[config.mk]
export PLATFORM = sky130hd
export DESIGN_NAME = ps2_led_seq
export DESIGN_NICKNAME = d
export VERILOG_FILES = /design/src/rtl/ps2_led_pkg.sv /design/src/rtl/ps2_line_sync.sv /design/src/rtl/ps2_led_timer.sv /design/src/rtl/ps2_host_tx.sv /design/src/rtl/ps2_led_seq.sv
export SDC_FILE = /design/constraint.sdc
export NUM_CORES = 1
export LEC_CHECK = 0
export BUFFER_PORTS_ARGS = -buffer_cell sky130_fd_sc_hd__clkbuf_2
export CAP_MARGIN = 20
export CORE_MARGIN = 3
export CORE_UTILIZATION = 65
export CTS_CLUSTER_DIAMETER = 200
export DETAILED_ROUTE_END_ITERATION = 7
export GPL_ROUTABILITY_DRIVEN = 0
export PLACE_DENSITY_LB_ADDON = 0.05
export SLEW_MARGIN = 20
export SYNTH_ARGS = -nofsm -noshare
export SYNTH_HDL_FRONTEND = slang
export SYNTH_HIERARCHICAL = 1
export SYNTH_SLANG_ARGS = --single-unit
[constraint.sdc]
create_clock -name clk -period 5.6 [get_ports clk]
set_input_delay 0.56 -clock clk [delete_from_list [all_inputs] [get_ports clk]]
set_output_delay 0.56 -clock clk [all_outputs]
set_load 0.01 [all_outputs]
[src/rtl/ps2_led_pkg.sv]
package ps2_led_pkg;

   localparam logic [7:0] KB_CMD_SETIND = 8'hED;
   localparam logic [7:0] KB_REPLY_OK   = 8'hFA;
   localparam int         FRAME_BITS    = 11;

   typedef enum logic [2:0] {
      SQ_IDLE,
      SQ_SEND_CMD,
      SQ_WAIT_CMD,
      SQ_SEND_ARG,
      SQ_WAIT_ARG
   } seq_state_t;

   typedef enum logic [1:0] {
      TX_IDLE,
      TX_INHIBIT,
      TX_START,
      TX_SHIFT
   } tx_state_t;

   // frame[0] start, [8:1] data LSB first, [9] odd parity, [10] stop
   function automatic logic [FRAME_BITS-1:0] build_frame(input logic [7:0] d);
      return {1'b1, ~(^d), d, 1'b0};
   endfunction

   function automatic logic [7:0] lamp_arg(input logic [2:0] lamps);
      return {5'b00000, lamps};
   endfunction

endpackage

[src/rtl/ps2_line_sync.sv]
module ps2_line_sync #(
   parameter int STAGES = 2
) (
   input  logic clk,
   input  logic rst_n,
   input  logic line_i,
   output logic line_o
);

   generate
      if (STAGES < 2) begin : g_bad_stages
         $error("ps2_line_sync: STAGES must be at least 2");
      end
   endgenerate

   logic [STAGES-1:0] sh_q;

   always_ff @(posedge clk or negedge rst_n) begin
      if (!rst_n) sh_q <= '1;
      else        sh_q <= {sh_q[STAGES-2:0], line_i};
   end

   assign line_o = sh_q[STAGES-1];

endmodule

[src/rtl/ps2_led_timer.sv]
module ps2_led_timer #(
   parameter int LIMIT = 1000
) (
   input  logic clk,
   input  logic rst_n,
   input  logic clear_i,
   input  logic run_i,
   output logic expired_o
);

   localparam int CW = $clog2(LIMIT + 1);

   generate
      if (LIMIT < 2) begin : g_bad_limit
         $error("ps2_led_timer: LIMIT must be at least 2");
      end
   endgenerate

   logic [CW-1:0] cnt_q;

   always_ff @(posedge clk or negedge rst_n) begin
      if (!rst_n)                         cnt_q <= '0;
      else if (clear_i)                   cnt_q <= '0;
      else if (run_i && !expired_o)       cnt_q <= cnt_q + 1'b1;
   end

   assign expired_o = (cnt_q == CW'(LIMIT));

   // expiry only follows a cycle in which the timer was counting
   p_expire_needs_run_r9: assert property (@(posedge clk) disable iff (!rst_n)
      $rose(expired_o) |-> $past(run_i));

endmodule

[src/rtl/ps2_host_tx.sv]
module ps2_host_tx
   import ps2_led_pkg::*;
#(
   parameter int INHIBIT_CYC = 25000,
   parameter int SYNC_STAGES = 2
) (
   input  logic       clk,
   input  logic       rst_n,
   input  logic       start_i,
   input  logic [7:0] byte_i,
   input  logic       abort_i,
   input  logic       clk_line_i,
   input  logic       dat_line_i,
   output logic       clk_oe_o,
   output logic       dat_oe_o,
   output logic       sent_o,
   output logic       nack_o
);

   localparam int ICW = $clog2(INHIBIT_CYC + 1);

   generate
      if (INHIBIT_CYC < 1) begin : g_bad_inhibit
         $error("ps2_host_tx: INHIBIT_CYC must be positive");
      end
   endgenerate

   tx_state_t             state_q;
   logic [ICW-1:0]        icnt_q;
   logic [FRAME_BITS-1:0] frame_q;
   logic [3:0]            bitn_q;
   logic                  clk_s, dat_s, clk_prev_q;
   logic                  fall;

   ps2_line_sync #(.STAGES(SYNC_STAGES)) u_sync_clk (
      .clk(clk), .rst_n(rst_n), .line_i(clk_line_i), .line_o(clk_s));
   ps2_line_sync #(.STAGES(SYNC_STAGES)) u_sync_dat (
      .clk(clk), .rst_n(rst_n), .line_i(dat_line_i), .line_o(dat_s));

   always_ff @(posedge clk or negedge rst_n) begin
      if (!rst_n) clk_prev_q <= 1'b1;
      else        clk_prev_q <= clk_s;
   end

   assign fall = clk_prev_q & ~clk_s;

   always_ff @(posedge clk or negedge rst_n) begin
      if (!rst_n) begin
         state_q  <= TX_IDLE;
         icnt_q   <= '0;
         frame_q  <= '1;
         bitn_q   <= '0;
         clk_oe_o <= 1'b0;
         dat_oe_o <= 1'b0;
         sent_o   <= 1'b0;
         nack_o   <= 1'b0;
      end else begin
         sent_o <= 1'b0;
         nack_o <= 1'b0;
         if (abort_i) begin
            state_q  <= TX_IDLE;
            clk_oe_o <= 1'b0;
            dat_oe_o <= 1'b0;
         end else begin
            unique case (state_q)
               TX_IDLE: begin
                  if (start_i) begin
                     frame_q  <= build_frame(byte_i);
                     icnt_q   <= '0;
                     clk_oe_o <= 1'b1;
                     dat_oe_o <= 1'b0;
                     state_q  <= TX_INHIBIT;
                  end
               end
               TX_INHIBIT: begin
                  icnt_q <= icnt_q + 1'b1;
                  if (icnt_q == ICW'(INHIBIT_CYC - 1)) begin
                     dat_oe_o <= ~frame_q[0];
                     state_q  <= TX_START;
                  end
               end
               TX_START: begin
                  clk_oe_o <= 1'b0;
                  bitn_q   <= '0;
                  state_q  <= TX_SHIFT;
               end
               TX_SHIFT: begin
                  if (fall) begin
                     bitn_q <= bitn_q + 1'b1;
                     if (bitn_q < 4'd10) begin
                        dat_oe_o <= ~frame_q[bitn_q + 4'd1];
                     end else begin
                        dat_oe_o <= 1'b0;
                        if (!dat_s) sent_o <= 1'b1;
                        else        nack_o <= 1'b1;
                        state_q <= TX_IDLE;
                     end
                  end
               end
               default: state_q <= TX_IDLE;
            endcase
         end
      end
   end

   // data enable moves only after a cycle with the keyboard clock seen low
   p_data_moves_clk_low_r4: assert property (@(posedge clk) disable iff (!rst_n)
      (!$stable(dat_oe_o) && $past(state_q) == TX_SHIFT) |-> !$past(clk_s));

   // the start bit is only put on the line while the clock is held low
   p_start_under_inhibit_r3: assert property (@(posedge clk) disable iff (!rst_n)
      (state_q == TX_START) |-> (clk_oe_o && dat_oe_o));

   p_ack_outcome_excl_r7: assert property (@(posedge clk) disable iff (!rst_n)
      !(sent_o && nack_o));

endmodule

[src/rtl/ps2_led_seq.sv]
module ps2_led_seq
   import ps2_led_pkg::*;
#(
   parameter int INHIBIT_CYC = 25000,
   parameter int TIMEOUT_CYC = 5000000,
   parameter int SYNC_STAGES = 2
) (
   input  logic       clk,
   input  logic       rst_n,
   input  logic       req_i,
   input  logic [2:0] led_i,
   output logic       busy_o,
   output logic       done_o,
   output logic       err_o,
   input  logic       ps2_clk_i,
   input  logic       ps2_dat_i,
   output logic       ps2_clk_oe_o,
   output logic       ps2_dat_oe_o,
   input  logic       rx_valid_i,
   input  logic [7:0] rx_byte_i
);

   generate
      if (TIMEOUT_CYC <= 2 * INHIBIT_CYC) begin : g_bad_timeout
         $error("ps2_led_seq: TIMEOUT_CYC must exceed twice INHIBIT_CYC");
      end
   endgenerate

   seq_state_t state_q;
   logic [2:0] lamps_q;
   logic       tx_go_q;
   logic [7:0] tx_byte_q;
   logic       tx_sent, tx_nack, tx_abort;
   logic       tmr_clr, tmr_exp;
   logic       accept, ok_reply_cmd;
   logic       sending;

   assign accept       = (state_q == SQ_IDLE) && req_i;
   assign ok_reply_cmd = (state_q == SQ_WAIT_CMD) && rx_valid_i &&
                         (rx_byte_i == KB_REPLY_OK) && !tmr_exp;
   assign tmr_clr      = accept || ok_reply_cmd;
   assign sending      = (state_q == SQ_SEND_CMD) || (state_q == SQ_SEND_ARG);
   assign tx_abort     = sending && tmr_exp;
   assign busy_o       = (state_q != SQ_IDLE);

   ps2_led_timer #(.LIMIT(TIMEOUT_CYC)) u_timer (
      .clk(clk), .rst_n(rst_n), .clear_i(tmr_clr), .run_i(busy_o),
      .expired_o(tmr_exp));

   ps2_host_tx #(.INHIBIT_CYC(INHIBIT_CYC), .SYNC_STAGES(SYNC_STAGES)) u_tx (
      .clk(clk), .rst_n(rst_n), .start_i(tx_go_q), .byte_i(tx_byte_q),
      .abort_i(tx_abort), .clk_line_i(ps2_clk_i), .dat_line_i(ps2_dat_i),
      .clk_oe_o(ps2_clk_oe_o), .dat_oe_o(ps2_dat_oe_o),
      .sent_o(tx_sent), .nack_o(tx_nack));

   always_ff @(posedge clk or negedge rst_n) begin
      if (!rst_n) begin
         state_q   <= SQ_IDLE;
         lamps_q   <= '0;
         tx_go_q   <= 1'b0;
         tx_byte_q <= '0;
         done_o    <= 1'b0;
         err_o     <= 1'b0;
      end else begin
         tx_go_q <= 1'b0;
         done_o  <= 1'b0;
         err_o   <= 1'b0;
         unique case (state_q)
            SQ_IDLE: begin
               if (req_i) begin
                  lamps_q   <= led_i;
                  tx_byte_q <= KB_CMD_SETIND;
                  tx_go_q   <= 1'b1;
                  state_q   <= SQ_SEND_CMD;
               end
            end
            SQ_SEND_CMD, SQ_SEND_ARG: begin
               if (tx_nack || tmr_exp) begin
                  err_o   <= 1'b1;
                  state_q <= SQ_IDLE;
               end else if (tx_sent) begin
                  state_q <= (state_q == SQ_SEND_CMD) ? SQ_WAIT_CMD : SQ_WAIT_ARG;
               end
            end
            SQ_WAIT_CMD: begin
               if (tmr_exp) begin
                  err_o   <= 1'b1;
                  state_q <= SQ_IDLE;
               end else if (rx_valid_i) begin
                  if (rx_byte_i == KB_REPLY_OK) begin
                     tx_byte_q <= lamp_arg(lamps_q);
                     tx_go_q   <= 1'b1;
                     state_q   <= SQ_SEND_ARG;
                  end else begin
                     err_o   <= 1'b1;
                     state_q <= SQ_IDLE;
                  end
               end
            end
            SQ_WAIT_ARG: begin
               if (tmr_exp) begin
                  err_o   <= 1'b1;
                  state_q <= SQ_IDLE;
               end else if (rx_valid_i) begin
                  if (rx_byte_i == KB_REPLY_OK) done_o <= 1'b1;
                  else                          err_o  <= 1'b1;
                  state_q <= SQ_IDLE;
               end
            end
            default: state_q <= SQ_IDLE;
         endcase
      end
   end

   p_bus_released_idle_r1: assert property (@(posedge clk) disable iff (!rst_n)
      !busy_o |-> (!ps2_clk_oe_o && !ps2_dat_oe_o));

   p_done_single_r6: assert property (@(posedge clk) disable iff (!rst_n)
      done_o |=> !done_o);

   p_busy_ends_strobe_r6: assert property (@(posedge clk) disable iff (!rst_n)
      $fell(busy_o) |-> (done_o || err_o));

   p_lamps_hold_busy_r10: assert property (@(posedge clk) disable iff (!rst_n)
      (busy_o && req_i) |=> $stable(lamps_q));

   p_strobe_excl_r11: assert property (@(posedge clk) disable iff (!rst_n)
      !(done_o && err_o));

   p_idle_rx_quiet_r12: assert property (@(posedge clk) disable iff (!rst_n)
      (!busy_o && !req_i) |=> (!done_o && !err_o && !busy_o));

endmodule

==> run metrics, run 1 <==
DR iter-0 viols 156; Die Wd 84.29 um; total clock sinks 76; TritonRoute pass-1 iters 4; crit end category flip-flop; Synth async-reset ratio 100.0%; f_max 0.3109 GHz; pin count of the biggest net entering global routing 77; Req. time, crit path 5.88 ns; static leakage between 1.5 and 2 nW; Max Fanout on Critical Path 25; crit path cell chain inv_1, ha_1, nor4bb_1, nand4_1, nor2_1, and4b_4, nand4_1, or3_1, nand2_1, nor2b_1, mux2_2; drt total wl 7.423 mm; reg2reg path depth 11; Clk Latency, worst-skew pair 0.34 ns; layout cells sized above 1 18.51%; Hold Path End u_tx/u_sync_dat/sh_q[0]$_DFF_PN1_; final hold vios 0; first-pass GRT wire length approximately 13 mm; Setup TNS 0 ns; power density cells 404.7 mW/mm^2; clock buffer count from CTS 9; Hold Path Class in -> reg; Area Overhead vs Synth 7.914%; Root Driver clkbuf_8; Seq/Total Area, Yosys 48.21%; ys flop type dfrtp_1; # H-tree levels 3; share of the synthesized area in the top cell type 38.32%; Antenna Cells 0; Final Util 75.30%; Resized Gates After CTS 0; Initial Util 69.78%; # DRC 0; antenna violations before repair 0; Rows 27; IO buf count 21; FF-to-FF Start u_timer/cnt_q[0]$_DFFE_PN0P_; max-slew violation count 0; Final ANT Viol Nets 0; top cells by count, synth dfrtp_1 (61), nor2_1 (42), nand2_1 (38), xnor2_1 (24), o21ai_0 (19); final global-route overflow total 0; fin nets 436; Setup Slack @ Placement 2.405 ns; CTS tree yes; critical path's top delay family simple AND/OR/NAND/NOR gates; post-route setup slack about 2.4 ns; hold buffers post-CTS 0; max incr delay on CP 0.55 ns; area leader, netlist dfrtp_1; final worst-path cycle share 57.44%; synth top area cells dfrtp_1 (38%), dfstp_2 (9.9%), xnor2_1 (5.3%); actual slew at the worst max-slew pin about 0.98 ns; Period minus WS final 3.216 ns; Synth cell types 61; post-CTS setup buffer count 0; Most common cell on crit path nand4_1; WP buf/inv 1; most frequent cell after synthesis dfrtp_1; synthesized instance count between 300 and 400; core area 0.005709 mm^2; Via density approximately 6; Die Ht 84.29 um; Max Root-Sink Buffers 2; hold wc startpoint ps2_dat_i; Post-synth EDFFs 0; Synth Warn # 6; DP Wirelength 5.053 mm; slew margin rel. between 30% and 40%; FF+latch count, synth 76; Setup crit start kind flip-flop; Worst VDD drop roughly 0.28 mV; RSZ-0062 raised after global routing no; Critical Path AT 3.50 ns; Avg WL per Cell between 15 and 20 um; worst r2r dst u_timer/cnt_q[20]$_DFFE_PN0P_; R2R Setup Slk 2.38 ns; # IOs 22; vias in the first global route 2796; status completed; hold path depth 1; Avg Cell Area, Syn 10.14 um^2; die area approximately 0.0071 mm^2; synthesized area 0.003984 mm^2; clock slew at reported path FFs 0.08 ns; via count 2915; final setup vio count 0; crit path kind reg -> reg; final setup skew 0.009381 ns; CP max stage cell nand2_1; Max Cap Violations 0; Total GRT Usage 22.29%
## where the power goes
group          internal [mW]  switching [mW]  total [mW]
sequential             0.692           0.129       0.821
combinational          0.244           0.264       0.507
clock                  0.218           0.194       0.412
## worst max path at each step
| stage | start | endpoint | slack, ns | depth (start not counted) |
|---|---|---|---|---|
| after floorplan | u_timer/cnt_q[0]$_DFFE_PN0P_ | u_timer/cnt_q[10]$_DFFE_PN0P_ | 2.99 | 13 |
| after global placement | u_timer/cnt_q[0]$_DFFE_PN0P_ | u_timer/cnt_q[13]$_DFFE_PN0P_ | 2.51 | 11 |
| after detailed placement | u_timer/cnt_q[0]$_DFFE_PN0P_ | u_timer/cnt_q[20]$_DFFE_PN0P_ | 2.41 | 11 |
| after CTS | u_timer/cnt_q[0]$_DFFE_PN0P_ | u_timer/cnt_q[20]$_DFFE_PN0P_ | 2.38 | 11 |
| after global routing | u_timer/cnt_q[0]$_DFFE_PN0P_ | u_timer/cnt_q[13]$_DFFE_PN0P_ | 2.18 | 11 |
| final | u_timer/cnt_q[0]$_DFFE_PN0P_ | u_timer/cnt_q[20]$_DFFE_PN0P_ | 2.38 | 11 |
## layout by cell type, fill, tap and decap left out, types with 2 or more instances in the layout
cell and n:
nor4b_1 2, or4_1 2, mux2_2 10, nor3_1 11
nand4b_1 2, or3_1 11, and3_1 2, o21ai_0 19
a21oi_1 15, dfstp_2 15, nor2_1 42, ha_1 8
clkbuf_2 20, clkbuf_1 2, mux4_2 2, inv_1 12
or2_2 2, nand3b_1 3, nor3b_1 3, o21bai_1 2
conb_1 2, clkinvlp_4 2, a22o_1 3, o31ai_1 2
nor2b_1 6, nor4_1 10, nand3_1 9, nand4_1 13
nor4bb_1 2, clkbuf_8 10, nand2_1 38, and2_1 3
mux2i_1 8, xor2_1 9, xnor2_1 24, nand2b_1 2
dfrtp_1 61
## per-stage QoR
| step | power (mW) | hold WS (ns) | cell area (um^2) | instances |
|---|---|---|---|---|
| floorplan | 1.217 | 0.2644 | 3988 | 394 |
| global placement | 1.310 | 0.3454 | 4104 | 472 |
| detailed placement | 1.338 | 0.3513 | 4104 | 472 |
| CTS | 1.753 | 0.2725 | 4299 | 488 |
| global route | 1.866 | 0.2705 | 4299 | 488 |
| finish | 1.740 | 0.2914 | 4299 | 488 |
## registers in the layout, summed over array words and instances, names as in the netlist, 3 cells and up
signal and flops:
lamps_q 3, state_q 3, tx_byte_q 4, u_timer/cnt_q 23, u_tx/bitn_q 4, u_tx/frame_q 10, u_tx/icnt_q 15
## area by class of cell
class                      count  area, um^2
tap                           72       90.09
sequential                    76        1921
multi-input combinational    291        1941
timing repair buffer          21       107.6
clock buffer                  12       145.1
fill                         406        1410
inverter                      12       45.04
clock inverter                 4       50.05
## routing by layer
metal	track usage, %	up-vias	wire [um]
li1	-	1428	-
met1	31.57	1408	3636
met3	3.435	10	289
met2	33.86	69	3362
met4	10.38	0	134
met5	0	-	0
## cells by family after synthesis
group,count (synthesis),share of synthesized area (%)
and+or+nand+nor,175,24.31
DFF,76,48.21
AOI/OAI and AO/OA,52,8.103
xor gates and xnor gates,33,7.255
buffers and inverters,27,3.172
muxes,21,6.344
adders and majority gates,8,2.513
other,1,0.09413
Power figures use the tool's default switching activity.
==> run 2: changes to the inputs <==
--- a/config.mk
+++ b/config.mk
@@ -8,7 +8,7 @@
 export BUFFER_PORTS_ARGS = -buffer_cell sky130_fd_sc_hd__clkbuf_2
 export CAP_MARGIN = 20
 export CORE_MARGIN = 3
-export CORE_UTILIZATION = 65
+export CORE_UTILIZATION = 61
 export CTS_CLUSTER_DIAMETER = 200
 export DETAILED_ROUTE_END_ITERATION = 7
 export GPL_ROUTABILITY_DRIVEN = 0
==> constraint.sdc (replaced) <==
create_clock -name clk -period 3.1 [get_ports clk]
set_input_delay 0.31 -clock clk [delete_from_list [all_inputs] [get_ports clk]]
set_output_delay 0.31 -clock clk [all_outputs]
set_load 0.01 [all_outputs]
==> run 2 against run 1 <==
Effect of this change: wire length grew 3.3%; sequential cell count unchanged; fmax rose by 19%; design area is 2.0% higher; register-to-register slack lost 2.0 ns; highest routed layer unchanged.
==> run metrics, run 2 (synthesis gave the netlist of run 1 again) <==
max-slew violation count 0; Die Wd around 87 um; layout cells sized above 1 19.43%; Initial Util 64.98%; top flop regs u_timer/cnt_q: 23 flops, u_tx/icnt_q: 15 flops, u_tx/frame_q: 10 flops; Setup Slack @ Placement 0.4140 ns; Finished Layout Cells between 400 and 500; f_max around 0.37 GHz; # DRC 0; Setup crit start kind flip-flop; Worst VDD drop 0.5869 mV; post-route setup slack roughly 0.4 ns; clock slew at reported path FFs about 0.080 ns; Req. time, crit path 3.34 ns; Antenna Cells 0; die area 0.007537 mm^2; largest reg by FF count u_timer/cnt_q; final setup vio count 0; Die Ht between 80 and 90 um; Final ANT Viol Nets 0; placed cell area approximately 0.0042 mm^2; commonest non-fill, non-tap cell in the layout dfrtp_1; Period minus WS final 2.700 ns; Via density 5.928; status completed; static leakage roughly 1.9 nW; Avg WL per Cell 15.43 um; pin count of the biggest net entering global routing 77; RSZ-0062 raised after global routing no; final hold vios 0; first-pass GRT wire length roughly 13 mm; most frequent cells in the layout dfrtp_1 (61), nor2_1 (42), nand2_1 (38), xnor2_1 (24), clkbuf_2 (20); vias in the first global route 2839; crit path kind reg -> reg; design area 0.004385 mm^2; Critical Path AT about 2.9 ns; Area Overhead vs Synth 10.08%; Root Driver clkbuf_8; power density cells ~750 mW/mm^2; slew margin rel. 38.11%; placed cells 481; post-CTS setup buffer count 0; actual slew at the worst max-slew pin between 0.9 and 1 ns; drt total wl 7.669 mm; Max Fanout on Critical Path 14; Rows 28; Total GRT Usage 22.03%; Hold Path Class in -> reg; Clk Latency, worst-skew pair around 0.36 ns; via count between 2000 and 3000; total clock sinks 76; DR iter-0 viols 128; fin nets roughly 440; final worst-path cycle share 87.09%; # IOs 22; clock buffer count from CTS 9; Max Root-Sink Buffers 2; final global-route overflow total 0; IO buf count 21; DP Wirelength 5.175 mm; Setup TNS 0 ns; antenna violations before repair 0; Largest register FFs 23; # H-tree levels 3; CTS tree yes; core area roughly 0.0061 mm^2; TritonRoute pass-1 iters 6; final setup skew 0.01194 ns; crit end category flip-flop; hold buffers post-CTS 0; Max Cap Violations 0; Resized Gates After CTS 0
[run 2: critical path, stage by stage, from the launching register on]
cell and delay (ns):
dfrtp_1 0.37, inv_1 0.09, ha_1 0.20, nor4bb_1 0.14, nand4_1 0.14, nor2_1 0.08
and4b_4 0.31, nand4_1 0.17, or3_1 0.37, nand2_1 0.35, buf_4 0.29, nor2_1 0.08
[run 2: metrics by stage]
stage	util, %	power [mW]	hold slack, ns
after floorplan	-	2.199	0.01441
final	71.53	3.309	0.02405
after detailed placement	67.73	2.424	0.3469
after global routing	71.53	3.524	0.01478
after global placement	67.73	2.376	0.3460
after CTS	71.53	3.327	0.008983
[run 2: per-layer routing]
metal | global-route usage (%) | vias up | wire (um)
li1 | - | 1443 | -
met1 | 30.86 | 1401 | 3716
met2 | 32.30 | 88 | 3383
met3 | 5.513 | 14 | 453
met4 | 9.915 | 0 | 116
met5 | 0 | - | 0
[run 2: final timing paths]
| check | from | endpoint | slack [ns] | cells past startpoint |
|---|---|---|---|---|
| worst max-delay path | u_timer/cnt_q[0]$_DFFE_PN0P_ | u_timer/cnt_q[22]$_DFFE_PN0P_ | 0.40 | 11 |
| worst min-delay path | ps2_dat_i | u_tx/u_sync_dat/sh_q[0]$_DFF_PN1_ | 0.02 | 1 |
| worst max register to register | u_timer/cnt_q[0]$_DFFE_PN0P_ | u_timer/cnt_q[22]$_DFFE_PN0P_ | 0.40 | 11 |
| worst min register to register | u_tx/u_sync_dat/sh_q[0]$_DFF_PN1_ | u_tx/u_sync_dat/sh_q[1]$_DFF_PN1_ | 0.36 | 0 |
| max in group asynchronous | rst_n | u_tx/state_q[1]$_DFFE_PN0P_ | 2.41 | 1 |
| min in group asynchronous | rst_n | u_tx/icnt_q[10]$_DFFE_PN0P_ | 0.08 | 1 |
[run 2: where the power goes]
group	switching, mW	total, mW	leakage (nW)	internal, mW
combinational	0.488	0.933	0.823	0.446
sequential	0.231	1.48	0.958	1.25
clock	0.359	0.895	0.111	0.536
[run 2: cell type report]
type / count / area (um^2)
repair buffers: 27 / 152.6
flip-flops and latches: 76 / 1921
clock inverters: 4 / 97.59
multi-input cells: 291 / 1941
fillers: 450 / 1745
inverters: 12 / 45.04
clock buffers: 12 / 135.1
well taps: 75 / 93.84
